`src/rtl/pix_direct_fmt.sv`:
```
module pix_direct_fmt #(
  parameter int W = 8
) (
  input  logic         clk,
  input  logic         rst,
  input  logic [1:0]   fmt,
  input  logic [1:0]   src_sel,
  input  logic [W-1:0] pin_r,
  input  logic [W-1:0] pin_g,
  input  logic [W-1:0] pin_b,
  output logic [W-1:0] dac_r,
  output logic [W-1:0] dac_g,
  output logic [W-1:0] dac_b
);

  logic [7:0] sel_byte;
  logic [7:0] n_r, n_g, n_b;

  assign sel_byte = (src_sel == 2'd1) ? pin_g :
                    (src_sel == 2'd2) ? pin_b : pin_r;

  always_comb begin
    n_r = '0; n_g = '0; n_b = '0;
    case (fmt)
      2'd0: begin n_r = pin_r; n_g = pin_g; n_b = pin_b; end
      2'd1: begin
        n_r = {pin_r[7:3], 3'b000};
        n_g = {pin_r[2:0], pin_g[7:6], 3'b000};
        n_b = {pin_g[5:1], 3'b000};
      end
      2'd2: begin
        n_r = {sel_byte[7:5], 5'b00000};
        n_g = {sel_byte[4:2], 5'b00000};
        n_b = {sel_byte[1:0], 6'b000000};
      end
      default: ;
    endcase
  end

  always_ff @(posedge clk) begin
    if (rst) begin
      dac_r <= '0; dac_g <= '0; dac_b <= '0;
    end else begin
      dac_r <= n_r; dac_g <= n_g; dac_b <= n_b;
    end
  end

  AST_FULL_PASS: assert property (@(posedge clk) disable iff (rst)
    fmt == 2'd0 |=> dac_r == $past(pin_r) && dac_g == $past(pin_g) && dac_b == $past(pin_b));
  AST_555_LOW_ZERO: assert property (@(posedge clk) disable iff (rst)
    fmt == 2'd1 |=> dac_r[2:0] == 3'b0 && dac_g[2:0] == 3'b0 && dac_b[2:0] == 3'b0);
  AST_555_RED: assert property (@(posedge clk) disable iff (rst)
    fmt == 2'd1 |=> dac_r[7:3] == $past(pin_r[7:3]));
  AST_332_LOW_ZERO: assert property (@(posedge clk) disable iff (rst)
    fmt == 2'd2 |=> dac_r[4:0] == 5'b0 && dac_g[4:0] == 5'b0 && dac_b[5:0] == 6'b0);
  AST_332_BLUE_SRC: assert property (@(posedge clk) disable iff (rst)
    fmt == 2'd2 && src_sel == 2'd2 |=> dac_b[7:6] == $past(pin_b[1:0]));
  AST_RESET_CLEAR: assert property (@(posedge clk)
    rst |=> dac_r == '0 && dac_g == '0 && dac_b == '0);

endmodule

```
`config.mk`:
```
export PLATFORM = sky130hd
export DESIGN_NAME = pix_direct_fmt
export DESIGN_NICKNAME = d
export VERILOG_FILES = /design/src/rtl/pix_direct_fmt.sv
export SDC_FILE = /design/constraint.sdc
export NUM_CORES = 1
export LEC_CHECK = 0
export ABC_CLOCK_PERIOD_IN_PS = 1050
export BUFFER_PORTS_ARGS = -buffer_cell sky130_fd_sc_hd__buf_2
export CAP_MARGIN = 10
export CELL_PAD_IN_SITES_DETAIL_PLACEMENT = 0
export CELL_PAD_IN_SITES_GLOBAL_PLACEMENT = 1
export CORE_MARGIN = 5
export CORE_UTILIZATION = 31
export DETAILED_ROUTE_END_ITERATION = 8
export MAX_ROUTING_LAYER = met4
export PLACE_DENSITY_LB_ADDON = 0.3
export SETUP_SLACK_MARGIN = 0.1
export SYNTH_ARGS = -nofsm -noshare
export SYNTH_HDL_FRONTEND = slang
export SYNTH_SLANG_ARGS = --single-unit
```
`constraint.sdc`:
```
create_clock -name clk -period 1.05 [get_ports clk]
set_clock_uncertainty 0.05 [all_clocks]
set_input_delay 0.105 -clock clk [delete_from_list [all_inputs] [get_ports clk]]
set_output_delay 0.105 -clock clk [all_outputs]
set_load 0.03 [all_outputs]
```
==> reports/qor.csv, run 1 <==
stage;metric;value;unit
outcome;status;completed;
floorplanning;area of the core;3690;µm²
final_layout;Storage cell area;480;µm²
yosys;register area share after synthesis;0.405;
critical_path;Startpoint Class;flip-flop;
pwr;Pwr Total;2.07;mW
sta;min Tclk post-route;0.921;ns
pwr;Cell Int Power;1.51;mW
pwr;power per cell area;1280;nW/µm²
placement;DP Area;1530;µm²
route;Routed Antenna Nets;0;
floorplanning;initial core utilization;0.322;
route;Post-route DRC;0;
pwr;sequential power share;0.464;
floorplanning;die width;71.9;µm
floorplanning;num rows;22;
route;vias per cell;4.74;
placement;hpwl dp;2.59;mm
sta;Final Slew Violations;0;
clock_network;clock sink count;24;
placement;IO buf count;53;
grt;total routing usage reported by global routing;0.130;
sta;Setup violations, final;0;
clock_network;htree depth;1;
route;Vias;1029;
yosys;Yosys top cell area share;0.405;
clock_network;clock buffer depth;2;
critical_path;crit path cell chain;clkbuf_4;
placement;GP Congestion;0.785;
clock_network;CTS root buffer;clkbuf_8;
final_layout;nets;200;
job;max cap viols;0;
yosys;syn_area_per_cell;11.1;µm²
critical_path;CP Class;flip-flop to output port;
yosys;Area contributors post-synth;dfxtp_1 (41%), a221oi_2 (10%), mux2i_1 (7.6%);
floorplanning;Die Height;71.9;µm
final_layout;commonest cells after routing, fill and taps aside;buf_2 (40), dfxtp_1 (24), buf_4 (17);
final_layout;final-layout fill cell count;390;
floorplanning;I/O pins;54;
pwr;net switching power;0.566;mW
pwr;leak pwr;0.783;nW
route;Starting DRT DRC Count;29;
yosys;Mapped Cells;107;
clock_network;Setup Buffers After CTS;0;
sta;Total Negative Setup Slacks;0;ns
critical_path;CP bufs+invs;1;
grt;initial antenna violation count;0;
pwr;clock network fraction of total power;0.299;
pwr;switch share;0.273;
sta;max_slew headroom;0.821;
yosys;Synthesized Nets;137;
final_layout;layout cell share with drive strength beyond 1;0.527;
critical_path;Worst path slowest cell;dfxtp_1;
sta;RSZ-0062 raised after global routing;no;
grt;GRT overflow;0;
hold_path;worst hold path class;input pin to flip-flop;
clock_network;Resize count post-CTS;1;
sta;fmax;1090;MHz
critical_path;crit path DAT;0.77;ns
final_layout;multi-input logic area;629;µm²
yosys;synthesized cell area;1190;µm²
critical_path;CP max FO;1;
grt;first-pass GRT wire length;5.11;mm
route;1st-pass router iterations;4;
sta;Final period util;0.877;
final_layout;Area Growth Syn to Fin;36.7;%
route;Post-Route WL;3.15;mm
pwr;Peak VDD IR;452;µV
critical_path;CP delay by family, top;flip-flops;
yosys;leading area contributor after synthesis;dfxtp_1;
sta;slew at the pin with the worst max-slew slack;0.269;ns
clock_network;TritonCTS clock tree;done;
final_layout;number of diodes;0;
grt;largest net degree at the start of global routing;14;
critical_path;max incr delay on CP;0.32;ns
clock_network;Worst-path clk slew;0.08;ns
yosys;synth unique cells;29;
grt;vias in the first global route;1092;
final_layout;commonest non-fill, non-tap cell in the layout;buf_2;
critical_path;CP endpoint kind;output port;
clock_network;hold-fix buffers at CTS;0;
yosys;yosys warns;0;
critical_path;critical path required time;0.89;ns
route;Routed wire per std cell;14.5;µm
floorplanning;Die Area;5160;µm²
clock_network;Num CTS Buffers;3;
sta;final hold viol count;0;
pwr;Combinational Power Share;0.237;
final_layout;post-route cell area;1620;µm²
yosys;Seq cells post-synth;24;
stage by stage:
| step | hold WS [ns] | setup slack [ns] | std cells | utilization |
|---|---|---|---|---|
| CTS | 0.000930 | 0.106 | 217 | 0.431 |
| detailed placement | 0.280 | -0.203 | 213 | 0.416 |
| global placement | 0.275 | -0.167 | 213 | 0.416 |
| finish | 0.00482 | 0.129 | 217 | 0.440 |
| global route | 0.00671 | 0.101 | 217 | 0.440 |
| floorplan | 0.173 | 0.0284 | 107 | - |
cells by family (layout without fill, tap and decap cells):
group | Yosys count | count (layout) | share of synthesized area
AOI/OAI and AO/OA | 16 | 16 | 0.156
buffers and inverters | 9 | 71 | 0.0644
DFF | 24 | 24 | 0.405
muxes | 21 | 21 | 0.206
and+or+nand+nor | 37 | 37 | 0.169
cells in the mapped netlist:
cell type	instances
and2_1	12
nor2_1	7
nand2b_1	1
a221oi_1	1
buf_12	1
mux2_2	4
inv_1	2
buf_2	2
a22o_1	1
or2b_1	1
inv_6	1
mux2_4	5
nor3b_1	1
buf_6	2
o32ai_1	2
buf_4	1
mux2_1	3
mux2i_1	9
or2_1	1
and2b_2	1
a221oi_2	8
or3_4	1
a21oi_1	2
dfxtp_1	24
o21a_1	1
nand2_1	9
nor2b_1	2
nor3_1	1
o31ai_2	1
state kept, by name (all words and copies together) (netlist names):
name,cells
dac_g,8
dac_b,8
dac_r,8
path summary, 6_finish.rpt:
check,from,end,slack (ns),cells after the start
max,dac_g[3]$_SDFF_PP0_,dac_g[3],0.13,1
min,pin_b[2],dac_b[2]$_SDFF_PP0_,0.005,2
power by group through the flow:
stage | sequential, mW | combinational [mW] | clock (mW)
after detailed placement | 0.983 | 0.479 | 0
after CTS | 0.961 | 0.482 | 0.644
after global routing | 0.966 | 0.531 | 0.670
after floorplan | 1.07 | 0.226 | 0
after global placement | 0.982 | 0.471 | 0
final | 0.962 | 0.490 | 0.621
area by class of cell:
type                            count  share of cell area
Multi-Input combinational cell     74               0.388
Inverter                            3              0.0100
Clock buffer                        4              0.0340
Tap cell                           48              0.0370
Sequential cell                    24               0.296
Timing Repair Buffer               64               0.235
per-layer routing:
metal / track usage / wire length [µm] / up-vias
met5: - / 0 / -
met4: 0.0522 / 34 / 0
met3: 0.0252 / 137 / 4
met2: 0.218 / 1590 / 28
met1: 0.153 / 1390 / 496
li1: - / - / 501
(Power assumes the default switching activity.)
==> run 2: changes to the inputs <==
Settings changed: BUFFER_PORTS_ARGS -buffer_cell sky130_fd_sc_hd__buf_2 to not set, CORE_UTILIZATION 31 to 41, DONT_BUFFER_PORTS set to 1.
==> run 2 against run 1 <==
The flow now finishes with violations (hold timing); via count fell by 16%; wire length fell by 3.4%; utilization rose by 10 points; maximum frequency rose by 1.4%; non-clock buffer count fell by 43; sequential share of layout area rose by 7.0 points; power fell by 5.1%; global-route usage rose by 2.6 points; setup slack improved by 0.012 ns; sequential power rose by 9%; flip-flop and latch count did not move; critical endpoint is now dac_b[7].
==> reports/qor.csv, run 2 (synthesis gave the netlist of run 1 again) <==
stage;metric;value;unit;change
critical_path;CP Class;flip-flop to output port;;unchanged
pwr;switch share;0.239;;was 0.273
sta;Final Slew Violations;0;;unchanged
clock_network;CTS root buffer;clkbuf_4;;was clkbuf_8
floorplanning;area of the core;2760;µm²;was 3690 µm²
final_layout;nets;157;;was 200
route;Post-Route WL;3.05;mm;was 3.15 mm
grt;total routing usage reported by global routing;0.156;;was 0.130
clock_network;Num CTS Buffers;3;;unchanged
pwr;Cell Int Power;1.50;mW;was 1.51 mW
floorplanning;I/O pins;54;;unchanged
final_layout;number of diodes;0;;unchanged
clock_network;clock sink count;24;;unchanged
clock_network;Setup Buffers After CTS;0;;unchanged
floorplanning;initial core utilization;0.430;;was 0.322
route;Vias;861;;was 1029
sta;min Tclk post-route;0.909;ns;was 0.921 ns
placement;placed insts;133;;was 213
job;max cap viols;0;;unchanged
sta;RSZ-0062 raised after global routing;no;;unchanged
grt;initial antenna violation count;0;;unchanged
critical_path;CP endpoint kind;output port;;unchanged
critical_path;critical path required time;0.89;ns;about the same
hold_path;worst hold path class;input pin to flip-flop;;unchanged
pwr;sequential power share;0.531;;was 0.464
pwr;clock network fraction of total power;0.338;;was 0.299
sta;max_slew headroom;0.836;;was 0.821
critical_path;Startpoint Class;flip-flop;;unchanged
grt;largest net degree at the start of global routing;19;;was 14
final_layout;commonest non-fill, non-tap cell in the layout;dlygate4sd3_1;;was buf_2
grt;GRT overflow;0;;unchanged
sta;Setup violations, final;0;;unchanged
pwr;Combinational Power Share;0.131;;was 0.237
critical_path;CP max FO;1;;unchanged
floorplanning;die width;63.8;µm;was 71.9 µm
sta;slew at the pin with the worst max-slew slack;0.245;ns;was 0.269 ns
outcome;status;finished with violations;;was completed
grt;vias in the first global route;904;;was 1092
route;Starting DRT DRC Count;27;;was 29
sta;fmax;1100;MHz;was 1090 MHz
sta;Total Negative Setup Slacks;0;ns;unchanged
route;1st-pass router iterations;4;;unchanged
final_layout;commonest cells after routing, fill and taps aside;dlygate4sd3_1 (20), dfxtp_4 (14), and2_1 (12);;was buf_2 (40), dfxtp_1 (24), buf_4 (17)
clock_network;TritonCTS clock tree;done;;unchanged
outcome;failing checks;hold timing;;
route;Post-route DRC;0;;unchanged
final_layout;Final Core Density;0.540;;was 0.440
placement;GP Congestion;0.807;;was 0.785
final_layout;layout cell share with drive strength beyond 1;0.397;;was 0.527
placement;IO buf count;0;;was 53
floorplanning;num rows;19;;was 22
clock_network;clock buffer depth;2;;unchanged
clock_network;hold-fix buffers at CTS;20;;was 0
clock_network;htree depth;1;;unchanged
pwr;net switching power;0.470;mW;was 0.566 mW
final_layout;Area Growth Syn to Fin;25.6;%;was 36.7%
floorplanning;Die Height;63.8;µm;was 71.9 µm
final_layout;Post-Layout Cell Count;157;;was 217
clock_network;Worst-path clk slew;0.14;ns;was 0.08 ns
floorplanning;Die Area;4070;µm²;was 5160 µm²
route;Routed Antenna Nets;0;;unchanged
pwr;Pwr Total;1.97;mW;was 2.07 mW
grt;first-pass GRT wire length;4.78;mm;was 5.11 mm
pwr;leak pwr;0.595;nW;was 0.783 nW
placement;hpwl dp;2.03;mm;was 2.59 mm
pwr;Peak VDD IR;1380;µV;was 452 µV
final_layout;largest registers;dac_b x8, dac_g x8, dac_r x8;;unchanged
route;vias per cell;5.48;;was 4.74
route;Routed wire per std cell;19.4;µm;was 14.5 µm
sta;final hold viol count;13;;was 0
sta;hold_ws;-0.232;ns;was 0.00482 ns
sta;Final period util;0.865;;was 0.877
pwr;power per cell area;1320;nW/µm²;was 1280 nW/µm²
critical_path;crit path DAT;0.75;ns;was 0.77 ns
## run 2: routing by layer
metal  share of wire  track usage  vias to the layer above
met5               0            -                        -
met3            0.11       0.0648                        4
met4           0.010       0.0468                        0
met1            0.42        0.203                      398
met2            0.46        0.220                       42
li1                -            -                      417
## run 2: worst paths after layout
check	start	end	cells after the start
setup / recovery	dac_b[7]$_SDFF_PP0_	dac_b[7]	0
hold / removal	rst	dac_g[6]$_SDFF_PP0_	1
## run 2: what timing repair did
| item | in CTS | in global routing |
|---|---|---|
| resized for setup | 24 | 14 |
| endpoints found under the hold margin | 24 | 13 |
| endpoints found under the setup margin | 24 | 14 |
## run 2: power by group through the flow
| stage | registers [mW] | clock network, mW | logic (mW) |
|---|---|---|---|
| finish | 1.05 | 0.665 | 0.257 |
| global route | 1.05 | 0.731 | 0.281 |
| CTS | 1.07 | 0.675 | 0.258 |
| detailed placement | 1.08 | 0 | 0.191 |
| global placement | 1.08 | 0 | 0.187 |
| floorplan | 1.07 | 0 | 0.226 |
## run 2: area by class of cell
type / instances / area (µm²)
Clock buffer: 3 / 22.5
Timing Repair Buffer: 21 / 208
Clock inverter: 1 / 30.0
Multi-Input combinational cell: 74 / 629
Tap cell: 31 / 38.8
Inverter: 3 / 16.3
Sequential cell: 24 / 546
Fill cell: 246 / 1270
## run 2: stage by stage
| stage | worst slack (ns) | hold WS [ns] | instance area, µm² |
|---|---|---|---|
| 2_1_floorplan | 0.0284 | 0.173 | 1200 |
| 3_3_place_gp | 0.120 | 0.124 | 1170 |
| 3_5_place_dp | 0.0993 | 0.126 | 1170 |
| 4_1_cts | 0.112 | -0.235 | 1460 |
| 5_1_grt | 0.103 | -0.257 | 1490 |
| 6_report | 0.141 | -0.232 | 1490 |
